### config.mk
export PLATFORM = sky130hd
export DESIGN_NAME = uart_rx_fifo
export DESIGN_NICKNAME = d
export VERILOG_FILES = /design/src/rtl/uart_rx_fifo.sv
export SDC_FILE = /design/constraint.sdc
export NUM_CORES = 1
export LEC_CHECK = 0
export BUFFER_PORTS_ARGS = -buffer_cell sky130_fd_sc_hd__buf_2
export CORE_MARGIN = 4
export CORE_UTILIZATION = 47
export CTS_CLUSTER_SIZE = 10
export DETAILED_ROUTE_END_ITERATION = 16
export SLEW_MARGIN = 0
export SYNTH_ARGS = -nofsm -noshare
export SYNTH_HDL_FRONTEND = slang
export SYNTH_SLANG_ARGS = --single-unit
export TNS_END_PERCENT = 20
### constraint.sdc
create_clock -name clk -period 5.5 [get_ports clk]
set_input_delay 0.55 -clock clk [delete_from_list [all_inputs] [get_ports clk]]
set_output_delay 0.55 -clock clk [all_outputs]
set_load 0.01 [all_outputs]
### src/rtl/uart_rx_fifo.sv
module uart_rx_fifo #(
  parameter int DEPTH  = 16,
  parameter int DATA_W = 8,
  parameter int ERR_W  = 4,
  parameter int TRIG   = 1
) (
  input  logic                    clk,
  input  logic                    rst_n,
  input  logic                    push_valid,
  input  logic [DATA_W+ERR_W-1:0] push_word,
  input  logic                    push_brk,
  output logic                    push_ready,
  input  logic                    pop,
  output logic [DATA_W+ERR_W-1:0] pop_word,
  input  logic                    stat_clr,
  input  logic                    cfg_wr,
  input  logic                    cfg_fifo_en,
  output logic                    fifo_en,
  output logic                    rx_empty,
  output logic                    rx_full,
  output logic [7:0]              rx_flags,
  output logic                    rx_irq,
  output logic [ERR_W-1:0]        rx_status
);
  localparam int W   = DATA_W + ERR_W;
  localparam int PW  = $clog2(DEPTH);
  localparam int CW  = $clog2(DEPTH + 1);
  localparam logic [W-1:0] BRK_WORD = W'(1) << (DATA_W + 2);

  logic [W-1:0]     mem [DEPTH];
  logic [PW-1:0]    rptr;
  logic [CW-1:0]    cnt, cnt_nx, cap;
  logic [ERR_W-1:0] st_q;
  logic             ovr_q;

  wire          flush    = cfg_wr && (cfg_fifo_en != fifo_en);
  wire          push     = push_valid || push_brk;
  wire [W-1:0]  in_word  = push_brk ? BRK_WORD : push_word;
  wire          push_acc = push && push_ready && !flush;
  wire          pop_acc  = pop && (cnt != 0) && !flush;
  wire [PW-1:0] wptr     = rptr + PW'(cnt);

  assign cap        = fifo_en ? CW'(DEPTH) : CW'(1);
  assign push_ready = cnt < cap;
  assign rx_empty   = cnt == 0;
  assign rx_full    = cnt == cap;
  assign rx_flags   = {1'b0, rx_full, 1'b0, rx_empty, 4'b0};
  assign pop_word   = mem[rptr];
  assign rx_status  = {st_q[ERR_W-1] | ovr_q, st_q[ERR_W-2:0]};
  assign cnt_nx     = cnt + CW'(push_acc) - CW'(pop_acc);

  always_ff @(posedge clk) begin
    if (push_acc) mem[wptr] <= in_word;
  end

  always_ff @(posedge clk) begin
    if (!rst_n) begin
      rptr    <= '0;
      cnt     <= '0;
      fifo_en <= 1'b0;
      rx_irq  <= 1'b0;
      st_q    <= '0;
      ovr_q   <= 1'b0;
    end else begin
      if (cfg_wr) fifo_en <= cfg_fifo_en;
      if (flush) begin
        rptr   <= '0;
        cnt    <= '0;
        rx_irq <= 1'b0;
      end else begin
        cnt <= cnt_nx;
        if (pop_acc) rptr <= rptr + 1'b1;
        if (push_acc && cnt_nx == CW'(TRIG)) rx_irq <= 1'b1;
        else if (pop_acc && cnt_nx == CW'(TRIG - 1)) rx_irq <= 1'b0;
      end
      if (stat_clr) begin
        st_q  <= '0;
        ovr_q <= 1'b0;
      end else begin
        if (pop_acc) st_q <= pop_word[W-1:DATA_W];
        if (push && !push_ready) ovr_q <= 1'b1;
      end
    end
  end

  assert_count_bound_R3: assert property (@(posedge clk) disable iff (!rst_n)
    cnt <= CW'(DEPTH));
  assert_single_when_off_R3: assert property (@(posedge clk) disable iff (!rst_n)
    !fifo_en |-> cnt <= 1);
  assert_drop_keeps_count_R8: assert property (@(posedge clk) disable iff (!rst_n)
    (push && !push_ready && !pop && !cfg_wr) |=> cnt == $past(cnt));
  assert_drop_sets_ovr_R8: assert property (@(posedge clk) disable iff (!rst_n)
    (push && !push_ready && !stat_clr) |=> rx_status[ERR_W-1]);
  assert_flush_empties_R11: assert property (@(posedge clk) disable iff (!rst_n)
    flush |=> (rx_empty && !rx_irq));
  assert_irq_rise_R5: assert property (@(posedge clk) disable iff (!rst_n)
    (push && rx_empty && !cfg_wr) |=> rx_irq);
  assert_irq_fall_R5: assert property (@(posedge clk) disable iff (!rst_n)
    (pop && cnt == 1 && !push && !cfg_wr) |=> !rx_irq);
  assert_pop_empty_R10: assert property (@(posedge clk) disable iff (!rst_n)
    (pop && rx_empty && !push && !cfg_wr && !stat_clr) |=> (rx_empty && $stable(rx_status)));
endmodule

==> flow_summary.json <==
{
  "post-route-min-period_ns": 3.68,
  "post-route-cell-area_mm2": 0.00980,
  "via_per_inst": 5.66,
  "worstSetupEndpointType": "output port",
  "cts_sinks": 212,
  "cp.arrival_ns": 3.13,
  "dp_hpwl_um": 10900,
  "ys_seq_area_share_pct": 71.5,
  "setup_viol": 0,
  "wl_per_cell_um": 23.6,
  "synth.distinct_cells": 40,
  "place_area_mm2": 0.00911,
  "synth_area_mm2": 0.00863,
  "cts_hold_buffers": 0,
  "numCtsBuffers": 25,
  "outcome": "completed",
  "ff2ff_setup_slack_ns": 1.95,
  "drv_cap": 0,
  "grt_overflow": 0,
  "detail-route-antenna-nets": 0,
  "finalCritPeriodShare_pct": 66.9,
  "crit_fanout": 32,
  "yosysWarningCount": 0,
  "clock_skew_ns": 0.0111,
  "drc_errors": 0,
  "r2r-start": "cnt[3]",
  "fin_cells": 742,
  "fp.coreArea_mm2": 0.0180,
  "worstMarginPinSlew_ns": 1.07,
  "insertion_delay_ns": 0.51,
  "area_delta_synth_final_pct": 13.6,
  "peakVddDrop_mv": 0.277,
  "grt_pass1_wl_um": 27100,
  "cts_tree": "built",
  "die_area_mm2": 0.0206,
  "synthCells": 437,
  "start_util_pct": 47.9,
  "rsz0062_at_grt": "false",
  "drtPass1Iterations": 4,
  "crit_path_start_kind": "flop",
  "globalplace.congestion": 0.760,
  "die_w_um": 143,
  "hold_class": "input port to flop",
  "antennaDiodeCount": 0,
  "pwr_density_cell_mw_per_mm2": 431,
  "grt_pass1_vias": 4452,
  "grt.total_usage_pct": 17.7,
  "max_freq_mhz": 272,
  "relSlewSlack_pct": 28.4,
  "rows": 49,
  "path_clk_slew_ns": 0.05,
  "cts-root-buf": "clkbuf_16",
  "yosys.area.top_type_share_pct": 66.8,
  "ys_top_cells_by_area": "edfxtp_1, mux4_2, dfxtp_1",
  "grt_antenna_before_repair": 0,
  "wirelength_um": 17500,
  "io_pins": 49,
  "synth_seq_cells": 212,
  "drt_iter0_markers": 334,
  "grt_max_degree": 37,
  "drv_slew": 0,
  "h-tree-depth": 1,
  "crit_required_ns": 4.95,
  "drive_above_1_share_pct": 27.3,
  "cts_resized": 0,
  "vias": 4199,
  "nets": 541,
  "yosysTopAreaCell": "edfxtp_1",
  "port_buffers": 42,
  "final.setup.tns_ns": 0,
  "worstSetupPathType": "flop to output port",
  "synth.avg_cell_area_um2": 19.7,
  "leakagePower_uw": 0.00331,
  "min_from": "rst_n",
  "dp.cells": 707,
  "postCtsSetupRepairBufs": 0,
  "hold_violations": 0,
  "die-height_um": 143,
  "clockBufferDepth": 3
}
[flip-flops by register name, summed over array words and instances, names as in the netlist, named ones only]
register  count
ovr_q         1
fifo_en       1
rx_irq        1
mem         192
st_q          4
rptr          4
cnt           5
[where the power goes]
part	switching (uW)	total, uW	internal, uW
Combinational	470	869	399
Sequential	56.5	1940	1890
Clock	584	1410	827
Total	1110	4220	3110
[through the flow]
| stage | util, % | worst slack, ns | hold slack [ns] | power [uW] |
|---|---|---|---|---|
| 6_report | 54.4 | 1.82 | 0.330 | 4220 |
| 5_1_grt | 54.4 | 1.51 | 0.309 | 4440 |
| 4_1_cts | 54.4 | 1.70 | 0.310 | 4270 |
| 3_5_place_dp | 50.6 | 1.88 | 0.474 | 2860 |
| 3_3_place_gp | 50.6 | 2.01 | 0.462 | 2840 |
| 2_1_floorplan | - | 2.18 | 0.451 | 2620 |
[final cells by class]
class	instances	area, um^2
Clock buffer	33	656
Timing Repair Buffer	62	360
Tap cell	229	287
Inverter	13	48.8
Fill cell	1421	8230
Multi-Input combinational cell	191	2250
Sequential cell	212	6170
Clock inverter	2	28.8
[worst paths after layout]
path,depth (start not counted),to
worst min-delay path,2,fifo_en
worst min register to register,1,ovr_q
worst max-delay path,4,pop_word[2]
worst max register to register,15,rx_irq
[Yosys cell counts]
cell type,count
dfxtp_1,20
o21ba_2,1
mux2i_1,6
and3_1,1
o21bai_1,2
nand3b_1,2
fa_1,2
nor2b_1,14
clkbuf_1,7
a211oi_1,1
buf_6,1
o211ai_1,1
buf_12,2
conb_1,1
buf_2,5
nand3_1,1
a22oi_1,8
mux4_1,12
nand2b_1,1
nor2_1,33
a211oi_2,1
ha_1,14
a41oi_1,1
nand2_1,11
and4_1,1
or2_2,2
or3b_1,1
a21o_1,2
a311oi_1,1
o211ai_4,1
and2_1,2
nand4_1,1
a21oi_1,4
mux4_2,44
xnor2_1,7
nor4b_1,1
edfxtp_1,192
inv_1,13
xor2_1,6
buf_4,11
[layout by cell type, fill, tap and decap left out, drive strengths merged]
cell	n
edfxtp	192
buf	62
mux4	56
nor2	33
clkbuf	33
dfxtp	20
nor2b	14
ha	14
inv	14
nand2	11
a22oi	8
xnor2	7
xor2	6
mux2i	6
conb	6
a21oi	4
a211oi	2
and2	2
or2	2
a21o	2
nand3b	2
o21bai	2
fa	2
o211ai	2
nor4b	1
nand3	1
or3b	1
and4	1
nand2b	1
nand4	1
and3	1
a41oi	1
a311oi	1
o21ba	1
clkinv	1
[worst max-delay path, stage by stage, from the launching register on]
cell     delay (ns)
dfxtp_2        0.69
buf_4          0.64
mux4_2         0.59
mux4_2         0.50
buf_2          0.16
[cell families after synthesis]
family                     Yosys count  synth area share [%]
xor gates and xnor gates            13                  1.32
adders and majority gates           16                  2.49
and+or+nand+nor                     71                  3.97
muxes                               62                  15.8
buffers and inverters               39                  2.71
AOI/OAI and AO/OA                   23                  2.16
other                                1                0.0435
DFF                                212                  71.5
[layer usage]
| metal | up-vias | GRT usage, % | routed length [um] | share of wire [%] |
|---|---|---|---|---|
| met1 | 2198 | 26.2 | 7820 | 45 |
| met3 | 29 | 2.43 | 892 | 5.1 |
| met4 | 0 | 4.86 | 332 | 1.9 |
| met5 | - | 0 | 0 | 0 |
| li1 | 1864 | - | - | - |
| met2 | 108 | 28.1 | 8460 | 48 |
Power figures use the tool's default switching activity.
